## src/rtl/erase_seq_pkg.sv

```systemverilog
package erase_seq_pkg;

    typedef enum logic [3:0] {
        ST_IDLE,
        ST_SWE_ON,
        ST_ESU_ON,
        ST_EP_ON,
        ST_EP_OFF,
        ST_ESU_OFF,
        ST_EV_ON,
        ST_VWR,
        ST_VWAIT,
        ST_VRD,
        ST_EV_OFF,
        ST_SWE_OFF,
        ST_FIN
    } seq_state_e;

    typedef struct packed {
        logic swe;
        logic sel;
        logic esu;
        logic pulse;
        logic wdt;
        logic ev;
        logic wr;
        logic rd;
    } strobe_t;

    localparam logic [7:0] DUMMY_BYTE = 8'hFF;

    function automatic strobe_t strobes_of(seq_state_e s);
        strobe_t o;
        o = '0;
        case (s)
            ST_SWE_ON:  o.swe = 1'b1;
            ST_ESU_ON,
            ST_EP_OFF:  begin o.swe = 1'b1; o.sel = 1'b1; o.esu = 1'b1; o.wdt = 1'b1; end
            ST_EP_ON:   begin o.swe = 1'b1; o.sel = 1'b1; o.esu = 1'b1; o.wdt = 1'b1; o.pulse = 1'b1; end
            ST_ESU_OFF: begin o.swe = 1'b1; o.sel = 1'b1; o.wdt = 1'b1; end
            ST_EV_ON,
            ST_VWAIT:   begin o.swe = 1'b1; o.sel = 1'b1; o.ev = 1'b1; end
            ST_VWR:     begin o.swe = 1'b1; o.sel = 1'b1; o.ev = 1'b1; o.wr = 1'b1; end
            ST_VRD:     begin o.swe = 1'b1; o.sel = 1'b1; o.ev = 1'b1; o.rd = 1'b1; end
            ST_EV_OFF:  begin o.swe = 1'b1; o.sel = 1'b1; end
            default:    o = '0;
        endcase
        return o;
    endfunction

endpackage

```

## src/rtl/erase_wait_timer.sv

```systemverilog
module erase_wait_timer #(
    parameter int W = 20
) (
    input  logic         clk,
    input  logic         rst,
    input  logic         load,
    input  logic [W-1:0] load_val,
    output logic         expired
);
    logic [W-1:0] cnt;

    always_ff @(posedge clk) begin
        if (rst)             cnt <= '0;
        else if (load)       cnt <= load_val;
        else if (cnt != '0)  cnt <= cnt - 1'b1;
    end

    assign expired = (cnt == '0);


    load_take_chk: assert property (@(posedge clk) disable iff (rst)
        load |=> cnt == $past(load_val));


    idle_hold_chk: assert property (@(posedge clk) disable iff (rst)
        (!load && expired) |=> expired);
endmodule

```

## src/rtl/erase_blk_pick.sv

```systemverilog
module erase_blk_pick #(
    parameter int NB = 4,
    parameter int IW = 2
) (
    input  logic [NB-1:0] mask,
    output logic          any,
    output logic [IW-1:0] idx
);
    always_comb begin
        any = |mask;
        idx = '0;
        for (int i = NB - 1; i >= 0; i--) begin
            if (mask[i]) idx = IW'(i);
        end
    end
endmodule

```

## src/rtl/erase_seq.sv

```systemverilog
module erase_seq
    import erase_seq_pkg::*;
#(
    parameter int NB        = 4,
    parameter int BLK_WORDS = 8,
    parameter int DATA_W    = 16,
    parameter int TRY_MAX   = 3,
    parameter int CNT_W     = 20,
    parameter int D_SWE_ON  = 3,
    parameter int D_ESU_ON  = 2,
    parameter int D_EP_ON   = 12,
    parameter int D_EP_OFF  = 2,
    parameter int D_ESU_OFF = 2,
    parameter int D_EV_ON   = 3,
    parameter int D_VWAIT   = 1,
    parameter int D_EV_OFF  = 2,
    parameter int D_SWE_OFF = 4
) (
    input  logic                              clk,
    input  logic                              rst,
    input  logic                              start,
    input  logic [NB-1:0]                     req_blocks,
    output logic                              busy,
    output logic                              done,
    output logic                              fail,
    output logic [$clog2(NB)-1:0]             fail_block_index,
    output logic                              flash_swe,
    output logic [NB-1:0]                     flash_blk_sel,
    output logic                              flash_esu,
    output logic                              flash_epulse,
    output logic                              flash_ev,
    output logic                              wdt_en,
    output logic                              mem_wr,
    output logic [7:0]                        mem_wdata,
    output logic                              mem_rd,
    output logic [$clog2(NB*BLK_WORDS)-1:0]   mem_addr,
    input  logic [DATA_W-1:0]                 mem_rdata
);
    localparam int IW = $clog2(NB);
    localparam int AW = $clog2(NB * BLK_WORDS);
    localparam int WW = $clog2(BLK_WORDS);
    localparam int TW = $clog2(TRY_MAX + 1);

    seq_state_e    state, nxt;
    logic [NB-1:0] pend, rest, pick_in;
    logic [IW-1:0] cur, pick_idx;
    logic [WW-1:0] wcnt;
    logic [TW-1:0] tries;
    logic          vpass, fail_q, pick_any, expired, word_ok, word_last;
    logic [IW-1:0] fidx_q;
    strobe_t       stb;

    function automatic logic [CNT_W-1:0] wait_of(seq_state_e s);
        case (s)
            ST_SWE_ON:  return CNT_W'(D_SWE_ON);
            ST_ESU_ON:  return CNT_W'(D_ESU_ON);
            ST_EP_ON:   return CNT_W'(D_EP_ON);
            ST_EP_OFF:  return CNT_W'(D_EP_OFF);
            ST_ESU_OFF: return CNT_W'(D_ESU_OFF);
            ST_EV_ON:   return CNT_W'(D_EV_ON);
            ST_VWAIT:   return CNT_W'(D_VWAIT);
            ST_EV_OFF:  return CNT_W'(D_EV_OFF);
            ST_SWE_OFF: return CNT_W'(D_SWE_OFF);
            default:    return '0;
        endcase
    endfunction

    assign rest      = pend & ~(NB'(1) << cur);
    assign pick_in   = (state == ST_IDLE) ? req_blocks : rest;
    assign word_ok   = (mem_rdata == {DATA_W{1'b1}});
    assign word_last = (wcnt == WW'(BLK_WORDS - 1));

    erase_blk_pick #(.NB(NB), .IW(IW)) u_pick (
        .mask (pick_in),
        .any  (pick_any),
        .idx  (pick_idx)
    );

    erase_wait_timer #(.W(CNT_W)) u_timer (
        .clk      (clk),
        .rst      (rst),
        .load     (nxt != state),
        .load_val (wait_of(nxt)),
        .expired  (expired)
    );

    always_comb begin
        nxt = state;
        case (state)
            ST_IDLE:    if (start) nxt = pick_any ? ST_SWE_ON : ST_FIN;
            ST_SWE_ON:  if (expired) nxt = ST_ESU_ON;
            ST_ESU_ON:  if (expired) nxt = ST_EP_ON;
            ST_EP_ON:   if (expired) nxt = ST_EP_OFF;
            ST_EP_OFF:  if (expired) nxt = ST_ESU_OFF;
            ST_ESU_OFF: if (expired) nxt = ST_EV_ON;
            ST_EV_ON:   if (expired) nxt = ST_VWR;
            ST_VWR:     nxt = ST_VWAIT;
            ST_VWAIT:   if (expired) nxt = ST_VRD;
            ST_VRD:     nxt = (word_ok && !word_last) ? ST_VWR : ST_EV_OFF;
            ST_EV_OFF: begin
                if (expired) begin
                    if (vpass)                        nxt = pick_any ? ST_ESU_ON : ST_SWE_OFF;
                    else if (tries >= TW'(TRY_MAX))   nxt = ST_SWE_OFF;
                    else                              nxt = ST_ESU_ON;
                end
            end
            ST_SWE_OFF: if (expired) nxt = ST_FIN;
            default:    nxt = ST_IDLE;
        endcase
    end

    always_ff @(posedge clk) begin
        if (rst) begin
            state  <= ST_IDLE;
            pend   <= '0;
            cur    <= '0;
            wcnt   <= '0;
            tries  <= '0;
            vpass  <= 1'b0;
            fail_q <= 1'b0;
            fidx_q <= '0;
        end else begin
            state <= nxt;
            case (state)
                ST_IDLE: begin
                    if (start) begin
                        fidx_q <= '0;
                        if (pick_any) begin
                            pend   <= req_blocks;
                            cur    <= pick_idx;
                            tries  <= TW'(1);
                            fail_q <= 1'b0;
                        end else begin
                            fail_q <= 1'b1;
                        end
                    end
                end
                ST_EV_ON: begin
                    wcnt  <= '0;
                    vpass <= 1'b0;
                end
                ST_VRD: begin
                    if (word_ok) begin
                        if (word_last) vpass <= 1'b1;
                        else           wcnt  <= wcnt + 1'b1;
                    end
                end
                ST_EV_OFF: begin
                    if (expired) begin
                        if (vpass) begin
                            pend <= rest;
                            if (pick_any) begin
                                cur   <= pick_idx;
                                tries <= TW'(1);
                            end
                        end else if (tries >= TW'(TRY_MAX)) begin
                            fail_q <= 1'b1;
                            fidx_q <= cur;
                        end else begin
                            tries <= tries + 1'b1;
                        end
                    end
                end
                default: ;
            endcase
        end
    end

    assign stb              = strobes_of(state);
    assign busy             = (state != ST_IDLE);
    assign done             = (state == ST_FIN);
    assign fail             = fail_q;
    assign fail_block_index = fidx_q;
    assign flash_swe        = stb.swe;
    assign flash_blk_sel    = stb.sel ? (NB'(1) << cur) : '0;
    assign flash_esu        = stb.esu;
    assign flash_epulse     = stb.pulse;
    assign flash_ev         = stb.ev;
    assign wdt_en           = stb.wdt;
    assign mem_wr           = stb.wr;
    assign mem_rd           = stb.rd;
    assign mem_wdata        = DUMMY_BYTE;
    assign mem_addr         = AW'(cur) * AW'(BLK_WORDS) + AW'(wcnt);


    esu_needs_swe_chk: assert property (@(posedge clk) disable iff (rst)
        flash_esu |-> flash_swe);


    pulse_guarded_chk: assert property (@(posedge clk) disable iff (rst)
        flash_epulse |-> (wdt_en && flash_esu && $onehot(flash_blk_sel)));


    sel_onehot_chk: assert property (@(posedge clk) disable iff (rst)
        $onehot0(flash_blk_sel));


    wr_in_verify_chk: assert property (@(posedge clk) disable iff (rst)
        mem_wr |-> (flash_ev && !flash_esu && mem_wdata == 8'hFF));


    rd_after_wait_chk: assert property (@(posedge clk) disable iff (rst)
        mem_rd |-> (flash_ev && $past(expired)));


    try_bound_chk: assert property (@(posedge clk) disable iff (rst)
        busy |-> (tries <= TW'(TRY_MAX)));


    done_pulse_chk: assert property (@(posedge clk) disable iff (rst)
        done |=> (!done && !busy));
endmodule

```

## config.mk

```make
export PLATFORM = sky130hd
export DESIGN_NAME = erase_seq
export DESIGN_NICKNAME = d
export VERILOG_FILES = /design/src/rtl/erase_seq_pkg.sv /design/src/rtl/erase_wait_timer.sv /design/src/rtl/erase_blk_pick.sv /design/src/rtl/erase_seq.sv
export SDC_FILE = /design/constraint.sdc
export NUM_CORES = 1
export LEC_CHECK = 0
export BUFFER_PORTS_ARGS = -buffer_cell sky130_fd_sc_hd__buf_2
export CAP_MARGIN = 20
export CORE_MARGIN = 2
export CORE_UTILIZATION = 35
export CTS_CLUSTER_DIAMETER = 60
export DETAILED_ROUTE_END_ITERATION = 7
export GPL_TIMING_DRIVEN = 0
export PLACE_DENSITY_LB_ADDON = 0.08
export RECOVER_POWER = 100
export SETUP_SLACK_MARGIN = 0.02
export SYNTH_ARGS = -nofsm -noshare
export SYNTH_HDL_FRONTEND = slang
export SYNTH_SLANG_ARGS = --single-unit
```

## constraint.sdc

```tcl
create_clock -name clk -period 3.9 [get_ports clk]
set_input_delay 0.585 -clock clk [delete_from_list [all_inputs] [get_ports clk]]
set_output_delay 0.585 -clock clk [all_outputs]
set_load 0.02 [all_outputs]
```

* Word level (Yosys, flattened, before mapping)
Memory sizes are Yosys's and may differ from the RTL's.
Index checks and enable logic that the tools add are counted.
** Word-level totals
- Bits in registers :: 39
- Memory bits (read-only) :: 64
- Input bits :: 23
- Logic and storage cells :: 129
- Memories kept :: 1
** Cells by class
- $add $sub $neg :: 4
- $lt $le $gt $ge :: 1
- Equal/unequal tests :: 25
- Shifts and indexed selects :: 1
- Mux-type cells :: 65
- Bitwise logic cells :: 2
- Reduce and logical (&&, ||, !) cells :: 21
** Memories
- (no name shown) :: depth 16, width 4, read ports 1, clocked after Yosys merged registers in 0, write ports 0, RTL line erase_seq.sv:54 : case (s)
** Operators with widths (number)
- $mux 4 :: 21
- $pmux 4 s12 :: 1
- $mux 20 :: 2
- $mux 2 :: 17
- $eq 4x4->1 const B :: 5
- $logic_not 20->1 :: 1
- $reduce_bool 20->1 :: 1
- $sub 20x1->20 const B :: 1
- $ne 2x2->1 const B :: 9
- $eq 16x16->1 const B :: 1
- $eq 4x3->1 const B :: 4
- $mux 1 :: 15
- $pmux 2 s2 :: 3
- $reduce_or 4->1 :: 3
- $reduce_and 5->1 :: 2
- $reduce_or 10->1 :: 1
- $reduce_or 9->1 :: 1
- $eq 4x2->1 const B :: 2
- $pmux 4 s2 :: 1
- $reduce_and 4->1 :: 2
- $mux 3 :: 2
- $pmux 3 s2 :: 1
- $reduce_and 3->1 :: 2
- $reduce_bool 2->1 :: 3
- 17 further kinds :: 18

* Longest topological paths before layout
Gate-level depths: netlist (run 1).
- Word-level depth :: 12
- Mapped depth :: 14
- Depth with buffers taken out :: 13

* Modules after synthesis
From an unflattened synthesis (run 1), not the netlist that was laid out.
** Unflattened totals
- Cells, all modules :: 343
- Area, all modules :: 2666.3 sq um
** Modules (own cells, without submodules)
- erase_seq :: times used 1, cells each 214, area an instance 1550.2 sq um, seq. area each 380.4 sq um
- erase_wait_timer :: times used 1, cells each 122, area an instance 1081.0 sq um, seq. area each 400.4 sq um
- erase_blk_pick :: times used 1, cells each 7, area an instance 35.0 sq um, seq. area each 0.0 sq um

* Worst setup path after synthesis (run 1)
OpenSTA, ideal clock, no wires.
- Path type :: register -> register
- Start point :: register u_timer.cnt[0]
- End point :: register u_timer.cnt[1]
- Setup time :: 0.071 ns
- Arrival :: 2.840 ns
- Setup slack :: 0.989 ns
- Cell stages (with the launch flop) :: 14
- Path buffers :: 1
- Period minus slack after synthesis :: 2.911 ns
- Cell sequence :: dfxtp_1 -> inv_1 -> ha_1 -> or3b_2 -> nor4_4 -> and2_1 -> buf_4 -> o21bai_1 -> a211oi_1 -> inv_1 -> ha_1 -> o211ai_1 -> nand3_1 -> a21oi_1
** Between the ends
- Cells in the longest elaborated chain, start to end :: 5
- Elaborated cells on any way between the ends :: 18
** Ends and longest elaborated chain
- start, declared :: RTL line erase_wait_timer.sv:10 : logic [W-1:0] cnt;
- start signal, assigned :: RTL line erase_wait_timer.sv:14 : else if (load) cnt <= load_val;
- start signal, assigned :: RTL line erase_wait_timer.sv:15 : else if (cnt != '0) cnt <= cnt - 1'b1;
- $logic_not 20->1 (*) :: RTL line erase_wait_timer.sv:18 : assign expired = (cnt == '0);
- $mux 4, or another cell as far along :: RTL line erase_seq.sv:107 : ST_SWE_OFF: if (expired) nxt = ST_FIN;
- $pmux 4 s12 (*) :: RTL line erase_seq.sv:89 : case (state)
- named net nxt[0] :: RTL line erase_seq.sv:44 : seq_state_e state, nxt;
- $mem_v2 16x4 or $ne 4x4->1 (tied branches)
- $mux 20 or $reduce_bool 2->1 (tied branches)
The timed path passes the listed nets; every way through them passes the cells marked *. The select of a mux whose other input is x is not followed.
A chain may end at the register's enable or synchronous reset.

* Worst setup path after layout (run 1)
- Start point :: register state[1]
- End point :: register u_timer.cnt[8]
** Between the ends
- Cells in the longest elaborated chain, start to end :: 9
- Elaborated cells on any way between the ends :: 31
** Ends and longest elaborated chain
- start, declared :: RTL line erase_seq.sv:44
- start signal, assigned :: RTL line erase_seq.sv:123 : state <= nxt;
- $logic_not 4->1 :: RTL line erase_seq.sv:69, erase_seq.sv:89
- $mux 4 :: RTL line erase_seq.sv:69 : assign pick_in = (state == ST_IDLE) ? req_blocks : rest;
- $reduce_or 4->1 :: RTL line erase_blk_pick.sv:10 : any = |mask;
- $mux 4 (2 in series) :: RTL line erase_seq.sv:102 : if (vpass) nxt = pick_any ? ST_ESU_ON : ST_SWE_OFF;
- $mux 4 :: RTL line erase_seq.sv:101 : if (expired) begin
- $pmux 4 s12 :: RTL line erase_seq.sv:89
- $ne 4x4->1 (*) :: RTL line erase_seq.sv:82 : .load (nxt != state),
- $mux 20 or $reduce_bool 2->1 (tied branches)
Mark *: on every way between the ends. The rest lies on a longest branch, timed or not.

==> impl_metrics.py, run 1 <==
metrics = {
    "run_status": {
        "status": "complete, no violations",
    },
    "yosys": {
        "synth.top_cell.area_share": 0.307,
        "synth.distinct_cells": 54,
        "synth_top_family_by_area": "simple AND/OR/NAND/NOR gates",
        "ys.flop_type": "dfxtp_1",
        "synthSimpleGateAreaFrac": 0.298,
        "yosysTopAreaCell": "dfxtp_1",
        "yosysSeqAreaShare": 0.307,
        "synth_area_per_cell_um2": 7.71,
        "yosys_warnings": 0,
        "synth_xor_area_frac": 0.0688,
        "synth_mux_area_frac": 0.0280,
        "synth-adder-area-share": 0.0393,
        "synthCells": 330,
        "ys_ff_latch": 39,
        "synth.area.top_cells": "dfxtp_1 31%, nor2_1 8.7%, ha_1 3.9%, xnor2_1 3.8%, o21ai_0 3.5%",
        "synth_edf_count": 0,
        "asyncSetResetFlopFracSynth": 0,
        "synth_compound_gate_area_share": 0.188,
        "syn-cell-area_um2": 2540,
    },
    "die": {
        "io_pins": 52,
        "core-area_um2": 7140,
        "dieArea_um2": 7970,
        "die_h_um": 89.3,
        "start_util": 0.357,
        "rows": 31,
        "die_x_um": 89.3,
    },
    "power": {
        "intPower_uw": 1300,
        "power_frac_seq": 0.238,
        "p_sw_frac": 0.479,
        "p_leak_uw": 0.00120,
        "comb_power_share": 0.620,
        "pwr-share-clk": 0.142,
        "netSwitchingPower_uw": 1190,
        "power_density_nw_per_um2": 835,
        "vdd.ir_drop.worst_uv": 317,
    },
    "global_route": {
        "grt_start_max_net_pins": 15,
        "antenna_found_initial": 0,
        "grt_pass1_wl_mm": 10.6,
        "grt_pass1_vias": 2117,
        "grt_overflow": 0,
        "grt_use_total": 0.169,
    },
    "critical_path": {
        "crit_family": "simple AND/OR/NAND/NOR gates",
        "slowest_stage": "nor3b_1",
        "cp_slowest_stage_delay_ns": 0.90,
        "cp.arrival_ns": 3.64,
        "crit_type": "flip-flop to flip-flop",
        "crit_path_end_kind": "flip-flop",
        "cp-start-kind": "flip-flop",
        "worst-path-buf-inv": 4,
        "crit_chain": "clkbuf_1 > nor4_1 > inv_1 > nor3b_1 > nor2_1 > o21ai_0 > o21ba_1 > o211ai_4 > or2_1 > clkbuf_1 > buf_6 > nor2_1",
        "crit_path_max_fanout": 10,
        "crit_required_ns": 4.09,
    },
    "clocking": {
        "cts_resized": 0,
        "post_cts_buffers": 0,
        "ctsHoldBuffers": 0,
        "clkSlewWorstSetupHoldPaths_ns": 0.09,
        "clkLatencyLatePin_ns": 0.30,
        "htreeDepth": 2,
        "cts_root_buf": "clkbuf_8",
        "clockBufferDepth": 2,
        "tritoncts": "done",
        "cts.sinks": 39,
        "cts_buffers": 5,
    },
    "route": {
        "drc": 0,
        "met1Wirelength_mm": 3.42,
        "vias": 2363,
        "firstDrtPassIters": 4,
        "drt_iter0_drc": 125,
        "route.met2.wl_mm": 2.72,
        "route.met3.wl_um": 210,
        "wl_mm": 6.42,
        "routedWlPerCell_um": 13.2,
        "highest_layer": "met4",
        "drtAntennaViolNets": 0,
        "post_drt_via_cell_ratio": 4.85,
    },
    "sta": {
        "drv_slew": 0,
        "maxSlewHeadroom": 0.267,
        "fin_tns_setup_ns": 0,
        "hold_viol_final": 0,
        "fin_skew_ns": 0.00829,
        "tightest_slew_ns": 1.10,
        "period_share": 0.884,
        "setup_viol": 0,
        "fin_crit_ns": 3.45,
        "rsz0062_at_grt": "no",
        "worst_slack_ns": 0.453,
        "fmax_ghz": 0.290,
    },
    "finish": {
        "fin_nets": 418,
        "drive_gt1_frac": 0.131,
        "syn_to_final_growth_pct": 17.4,
        "antenna_cells": 0,
    },
    "placement": {
        "hpwl_mm": 4.69,
        "routabilityCongestion": 0.812,
        "portBuffers": 43,
        "post-place-ws_ns": 0.528,
    },
    "flow_run": {
        "maxCapViolations": 0,
    },
    "min_path": {
        "hold_path.class": "flip-flop to flip-flop",
    },
}
## metrics by stage
| stage | utilization | power [uW] | std cells | instance area, um2 | hold WS (ns) |
|---|---|---|---|---|---|
| 4_1_cts | 0.424 | 2550 | 487 | 3030 | 0.512 |
| 2_1_floorplan | - | 1830 | 337 | 2570 | 0.455 |
| 5_1_grt | 0.418 | 2750 | 487 | 2990 | 0.538 |
| 3_3_place_gp | 0.408 | 2170 | 479 | 2910 | 0.483 |
| 6_report | 0.418 | 2490 | 487 | 2990 | 0.508 |
| 3_5_place_dp | 0.408 | 2180 | 479 | 2910 | 0.489 |
## cells in the mapped netlist, drive strengths merged, types with 2 or more instances
| cell type | number |
|---|---|
| a31oi | 2 |
| a211o | 2 |
| nand2 | 20 |
| nor2b | 4 |
| clkbuf | 9 |
| o211ai | 5 |
| ha | 8 |
| o21bai | 2 |
| buf | 13 |
| o21ai | 19 |
| and2 | 5 |
| a31o | 2 |
| o22ai | 2 |
| or2 | 4 |
| and3 | 3 |
| a22oi | 5 |
| or4 | 3 |
| dfxtp | 39 |
| a21o | 6 |
| nor4 | 8 |
| nor2 | 59 |
| nand3 | 9 |
| nand3b | 2 |
| or3 | 3 |
| a21oi | 16 |
| nand2b | 5 |
| mux2i | 6 |
| nand4 | 7 |
| inv | 11 |
| nand4b | 2 |
| a211oi | 5 |
| xnor2 | 11 |
| xor2 | 9 |
| nor3 | 11 |
## registers in the layout, indices dropped and copies added (netlist names)
| name | flops |
|---|---|
| u_timer.cnt | 20 |
| pend | 4 |
| state | 4 |
| wcnt | 3 |
| cur | 2 |
| fail_block_index | 2 |
| tries | 2 |
| fail | 1 |
| vpass | 1 |
## per-layer routing
metal | up-vias | GRT usage
met1 | 1063 | 0.259
met3 | 8 | 0.0314
li1 | 1258 | -
met5 | - | 0
met2 | 34 | 0.239
met4 | 0 | 0.0475
## logic make-up (layout without fill, tap and decap cells)
kind of cell    count (synthesis)  count (layout)
compound gates                 72              72
xor+xnor                       20              20
fa+ha+maj                       8               8
buf+inv                        33              84
flops                          39              39
mux                             7               7
other cells                     1               8
simple gates                  150             150
## cell usage in the layout (no fill, tap or decap), drive strengths merged, types with 9 or more instances in the layout
| cell type | instances |
|---|---|
| xnor2 | 11 |
| dfxtp | 39 |
| a21oi | 16 |
| inv | 12 |
| nand3 | 9 |
| nand2 | 20 |
| nor2 | 59 |
| xor2 | 9 |
| buf | 34 |
| clkbuf | 36 |
| o21ai | 19 |
| nor3 | 11 |
## tightest hold or removal path, delay by kind of cell, from the launching register on
family        cells  cell delay [ns]
simple gates      2             0.14
flops             1             0.33
## cell type report
type                            count  area (um2)
Fill cell                         771        4150
Multi-Input combinational cell    265        1610
Sequential cell                    39         781
Timing Repair Buffer               43         189
Buffer                             22         126
Tap cell                           99         124
Clock buffer                        5        68.8
Clock inverter                      3        46.3
Inverter                           11        41.3
## final timing paths
kind / start / endpoint / slack (ns) / depth (start not counted)
max: state[1] / u_timer.cnt[8] / 0.45 / 12
min: fail / fail / 0.51 / 2
max reg2reg: state[1] / u_timer.cnt[8] / 0.45 / 12
min reg2reg: fail / fail / 0.51 / 2
## power by group through the flow
stage               Combinational, uW  Clock, uW  Sequential [uW]
finish                           1550        355              593
CTS                              1590        368              591
floorplan                        1240          0              590
global placement                 1570          0              598
detailed placement               1580          0              598
global route                     1760        383              612
No activity file was read; power rests on OpenSTA's default activity.
==> run 2, diff against run 1 <==
ABC_AREA = 1   (was unset)
==> run 2 against run 1 <==
Against the previous run: clock skew fell by 0.0023 ns; die area is 9.9% higher; wire length is 1.8% lower; utilization is 0.92 points lower; register-to-register slack improved by 0.38 ns; largest power group unchanged.
==> impl_metrics.py, run 2 <==
metrics = {
    "yosys": {
        "netlist_top_cells_count": "87 x nand2_1, 63 x nor2_1, 55 x inv_1",
        "yosys_warnings": 0,
        "synthCells": 407,
        "ys.flop_type": "dfxtp_1",
        "yosysTopAreaCell": "dfxtp_1",
        "synth_edf_count": 0,
        "syn-cell-area_um2": 2810,
        "synth.top_cell.area_share": 0.278,
        "synth_area_per_cell_um2": 6.90,
        "asyncSetResetFlopFracSynth": 0,
        "ys_ff_latch": 39,
        "synth.distinct_cells": 42,
        "yosysMostFrequentCell": "nand2_1",
        "synth.area.top_cells": "dfxtp_1 28%, nand2_1 12%, nor2_1 8.4%, inv_1 7.4%, nor2_4 5.6%",
        "yosysSeqAreaShare": 0.278,
    },
    "sta": {
        "tightest_slew_ns": 0.693,
        "hold_viol_final": 0,
        "maxSlewHeadroom": 0.536,
        "fin_skew_ns": 0.00599,
        "fin_crit_ns": 3.07,
        "fin_tns_setup_ns": 0,
        "fmax_ghz": 0.326,
        "setup_viol": 0,
        "period_share": 0.786,
        "drv_slew": 0,
        "rsz0062_at_grt": "no",
    },
    "die": {
        "io_pins": 52,
        "dieArea_um2": 8750,
        "rows": 32,
        "start_util": 0.361,
        "die_h_um": 93.6,
        "core-area_um2": 7770,
        "die_x_um": 93.6,
    },
    "critical_path": {
        "crit_family": "simple AND/OR/NAND/NOR gates",
        "cp.arrival_ns": 3.30,
        "crit_type": "flip-flop to flip-flop",
        "crit_required_ns": 4.13,
        "r2r-end": "u_timer.cnt[11]",
        "cp-start-kind": "flip-flop",
        "worst-path-buf-inv": 1,
        "reg2reg_slack_ns": 0.83,
        "cp_common_cell": "nand2_1",
        "crit_path_start": "state[3]",
        "cp_slowest_stage_delay_ns": 0.45,
        "crit_path_max_fanout": 10,
        "rr_startpoint": "state[3]",
        "crit_chain": "nor2_1 > nand2_1 > nand2_2 > nand2_1 > nand2_4 > nor2_8 > nand2_2 > nand2_1 > nand2_4 > nand2_1 > nand2_1 > nand3_1 > nand2_1 > nand3_1 > clkbuf_2 > nor2_4",
        "crit_path_end_kind": "flip-flop",
        "slowest_stage": "clkbuf_2",
        "reg2regPathDepth": 16,
    },
    "clocking": {
        "ctsHoldBuffers": 0,
        "clockBufferDepth": 2,
        "tritoncts": "done",
        "clkSlewWorstSetupHoldPaths_ns": 0.08,
        "cts.sinks": 39,
        "cts_root_buf": "clkbuf_8",
        "post_cts_buffers": 0,
        "cts_buffers": 5,
        "clkLatencyLatePin_ns": 0.29,
        "cts_resized": 0,
        "htreeDepth": 2,
    },
    "route": {
        "drt_iter0_drc": 50,
        "routedWlPerCell_um": 11.1,
        "vias": 2557,
        "highest_layer": "met4",
        "met1Wirelength_mm": 2.93,
        "post_drt_via_cell_ratio": 4.51,
        "route.met3.wl_um": 234,
        "drc": 0,
        "wl_mm": 6.31,
        "route.met2.wl_mm": 3.08,
        "drtAntennaViolNets": 0,
        "firstDrtPassIters": 4,
    },
    "power": {
        "power_density_nw_per_um2": 1030,
        "vdd.ir_drop.worst_uv": 353,
        "p_leak_uw": 0.00154,
        "power_uw": 3280,
    },
    "finish": {
        "reg.largest.list": "u_timer.cnt: 20 flops, pend: 4 flops, state: 4 flops",
        "drive_gt1_frac": 0.163,
        "fin_nets": 495,
        "antenna_cells": 0,
        "final_core_util": 0.409,
        "top_register": "u_timer.cnt",
        "n_fill_cell": 884,
        "mostFrequentLayoutCells": "91 x nand2_1, 67 x nor2_1, 56 x inv_1, 39 x dfxtp_1, 25 x buf_2",
        "final_common_cell": "nand2_1",
        "syn_to_final_growth_pct": 13.2,
        "largest_reg_flops": 20,
        "fin_cells": 567,
    },
    "run_status": {
        "status": "complete, no violations",
    },
    "global_route": {
        "grt_overflow": 0,
        "grt_pass1_vias": 2460,
        "grt_start_max_net_pins": 13,
        "antenna_found_initial": 0,
        "grt_use_total": 0.155,
        "grt_pass1_wl_mm": 11.0,
    },
    "min_path": {
        "hold_path.class": "flip-flop to flip-flop",
        "holdPathEnd": "tries[0]",
        "hp-start": "tries[0]",
        "hold_path_depth": 2,
    },
    "placement": {
        "dp_cells": 559,
        "portBuffers": 43,
        "routabilityCongestion": 0.804,
        "hpwl_mm": 4.92,
    },
    "flow_run": {
        "maxCapViolations": 0,
    },
}
-- run 2: cell types whose count changed after synthesis, moves of 6 or more --
cell,delta
nand3_1,+8
nor2_4,+14
a21o_1,-6
nand2_1,+68
inv_1,+44
nand2_2,+11
xnor2_1,-8
clkbuf_1,-7
-- run 2: worst max path at each step --
| stage | depth (start not counted) | endpoint |
|---|---|---|
| after CTS | 21 | u_timer.cnt[1] |
| after detailed placement | 19 | u_timer.cnt[1] |
| after global routing | 16 | u_timer.cnt[13] |
| after global placement | 19 | u_timer.cnt[1] |
| final | 16 | u_timer.cnt[11] |
| after floorplan | 20 | u_timer.cnt[1] |
-- run 2: metrics by stage --
stage                     worst slack [ns]  hold WS, ns  area (um2)
after floorplan                       1.61        0.443        2830
after detailed placement              1.23        0.459        3180
after global routing                 0.510        0.504        3180
after CTS                             1.20        0.474        3290
final                                0.833        0.472        3180
after global placement                1.26        0.454        3180
-- run 2: worst register-to-register path, delay by kind of cell (launching register included) --
family | cells | cell delay, ns
buffers and inverters | 1 | 0.45
flip-flops | 1 | 0.38
AND/OR/NAND/NOR | 15 | 2.18
-- run 2: cell families (layout without fill, tap and decap cells) --
family	after synthesis	in the layout	synth area share
AOI/OAI and AO/OA	45	45	0.0976
buffers and inverters	69	120	0.109
and+or+nand+nor	229	229	0.428
other	1	8	0.00134
muxes	1	1	0.00357
DFF	39	39	0.278
xor gates and xnor gates	15	15	0.0468
adders and majority gates	8	8	0.0357
-- run 2: area by class of cell --
type	instances	area (um2)	area share
plain buffers	12	76.3	0.0240
clock buffers	6	82.6	0.0260
clock inverters	2	35.0	0.0110
inverters	57	214	0.0673
multi-input cells	306	1670	0.525
flip-flops and latches	39	781	0.246
well taps	102	128	0.0401
repair buffers	43	193	0.0606
-- run 2: routing by layer --
metal,up-vias,track usage
li1,1377,-
met1,1129,0.188
met2,43,0.278
met3,8,0.0314
met4,0,0.0399
met5,-,0
-- run 2: power by group --
| group | internal, uW | total [uW] | switching, uW |
|---|---|---|---|
| registers | 533 | 638 | 105 |
| clock network | 207 | 356 | 148 |
| logic | 751 | 2280 | 1530 |
| total | 1490 | 3280 | 1780 |
==> run 3, diff against run 2 <==
clock period = 3.2 ns   (was 3.9 ns; I/O delays follow)
==> run 3 against run 2 <==
Against the previous run: sequential power increased by 23%; final area increased by 0.87%; global-route usage is the same; utilization grew 0.35 points; clock skew is essentially flat; combinational power rose by 24%; wire length down 0.49%; die area is the same; clock power up 22%; non-clock buffer count stayed put; setup slack worse by 0.36 ns; fmax rose by 12%; critical endpoint is now pend[3]; largest power group unchanged.
==> impl_metrics.py, run 3 (same netlist as run 2, synthesis figures left out) <==
metrics = {
    "route": {
        "vias": 2546,
        "post_drt_via_cell_ratio": 4.49,
        "firstDrtPassIters": 4,
        "routedWlPerCell_um": 11.1,
        "drtAntennaViolNets": 0,
        "drc": 0,
        "drt_iter0_drc": 49,
        "wl_mm": 6.27,
    },
    "finish": {
        "fin_nets": 495,
        "drive_gt1_frac": 0.174,
        "fin_cells": 567,
        "postLayoutCellArea_um2": 3210,
        "top_register": "u_timer.cnt",
        "largest_reg_flops": 20,
        "antenna_cells": 0,
        "mostFrequentLayoutCells": "88 x nand2_1, 65 x nor2_1, 56 x inv_1, 39 x dfxtp_1, 26 x buf_2",
        "final_common_cell": "nand2_1",
        "final_core_util": 0.413,
        "multi_input_area_um2": 1700,
        "n_fill_cell": 879,
        "reg.largest.list": "u_timer.cnt: 20 flops, pend: 4 flops, state: 4 flops",
        "syn_to_final_growth_pct": 14.2,
        "final-seq-area_um2": 781,
    },
    "critical_path": {
        "rr_startpoint": "state[3]",
        "cp.arrival_ns": 2.95,
        "crit_required_ns": 3.42,
        "slowest_stage": "a31oi_1",
        "cp_slowest_stage_delay_ns": 0.56,
        "crit_path_start": "state[3]",
        "crit_path_max_fanout": 9,
        "crit_chain": "inv_1 > nor2_1 > inv_1 > nor2_8 > inv_1 > o21ai_0 > nand3_2 > a31oi_1 > o21ai_0 > a31oi_1",
        "crit_type": "flip-flop to flip-flop",
        "cp-start-kind": "flip-flop",
        "crit_path_end_kind": "flip-flop",
        "crit_family": "compound AO/OA/AOI/OAI gates",
        "worst-path-buf-inv": 3,
        "cp_common_cell": "inv_1",
    },
    "power": {
        "vdd.ir_drop.worst_uv": 430,
        "p_leak_uw": 0.00155,
        "power_density_nw_per_um2": 1260,
    },
    "placement": {
        "placed_area_um2": 3180,
        "routabilityCongestion": 0.804,
        "dp_cells": 559,
        "portBuffers": 43,
        "hpwl_mm": 4.92,
    },
    "sta": {
        "fin_crit_ns": 2.73,
        "maxSlewHeadroom": 0.527,
        "rsz0062_at_grt": "no",
        "tightest_slew_ns": 0.706,
        "fin_skew_ns": 0.00569,
        "hold_viol_final": 0,
        "setup_viol": 0,
        "fin_tns_setup_ns": 0,
        "period_share": 0.853,
        "fmax_ghz": 0.366,
        "drv_slew": 0,
    },
    "die": {
        "dieArea_um2": 8750,
        "die_h_um": 93.6,
        "io_pins": 52,
        "rows": 32,
        "core-area_um2": 7770,
        "die_x_um": 93.6,
        "start_util": 0.361,
    },
    "min_path": {
        "hold_path.class": "primary input to flip-flop",
        "hp-start": "rst",
    },
    "clocking": {
        "tritoncts": "done",
        "htreeDepth": 2,
        "clkSlewWorstSetupHoldPaths_ns": 0.08,
        "post_cts_buffers": 0,
        "cts.sinks": 39,
        "cts_buffers": 5,
        "clockBufferDepth": 2,
        "clkLatencyLatePin_ns": 0.29,
        "cts_root_buf": "clkbuf_8",
        "ctsHoldBuffers": 0,
        "cts_resized": 0,
    },
    "global_route": {
        "grt_use_total": 0.155,
        "grt_pass1_vias": 2460,
        "grt_use_met1": 0.188,
        "grt_overflow": 0,
        "grt_pass1_wl_mm": 11.0,
        "met3_usage": 0.0314,
        "met2_usage": 0.278,
        "grt_busiest_layer": "met2",
        "grt_start_max_net_pins": 13,
        "antenna_found_initial": 0,
    },
    "flow_run": {
        "maxCapViolations": 0,
    },
    "run_status": {
        "status": "complete, no violations",
    },
}
-- run 3: path summary, 6_finish.rpt --
check / endpoint / slack (ns) / depth (start not counted)
worst max register to register: pend[3] / 0.47 / 10
worst max-delay path: pend[3] / 0.47 / 10
worst min register to register: tries[0] / 0.47 / 2
worst min-delay path: cur[0] / 0.41 / 2
-- run 3: worst register-to-register path: cells and delay by family, from the launching register on --
family / cells / cell delay, ns
compound gates: 4 / 1.19
simple gates: 3 / 0.52
flops: 1 / 0.49
buf+inv: 3 / 0.47
-- run 3: per-stage QoR --
| step | worst slack (ns) | hold slack (ns) | total power [uW] |
|---|---|---|---|
| 6_report | 0.471 | 0.407 | 4040 |
| 5_1_grt | 0.184 | 0.399 | 4500 |
| 4_1_cts | 0.503 | 0.395 | 4270 |
| 3_5_place_dp | 0.545 | 0.459 | 3800 |
| 3_3_place_gp | 0.592 | 0.454 | 3800 |
| 2_1_floorplan | 0.907 | 0.443 | 3250 |
-- run 3: final cells by class --
class	instances	area share
Multi-Input combinational cell	306	0.529
Sequential cell	39	0.243
Inverter	57	0.0667
Timing Repair Buffer	43	0.0597
Tap cell	102	0.0398
Clock buffer	6	0.0258
Buffer	12	0.0242
Clock inverter	2	0.0109
-- run 3: power by group --
part	total (uW)	switching [uW]	leakage, uW	internal [uW]
registers	785	135	0.000318	650
clock network	433	181	0.0000612	252
logic	2820	1880	0.00117	940
-- run 3: routing by layer --
metal | wire length (um) | up-vias
li1 | - | 1379
met1 | 2940 | 1117
met2 | 3040 | 42
met3 | 232 | 8
met4 | 63 | 0
met5 | 0 | -
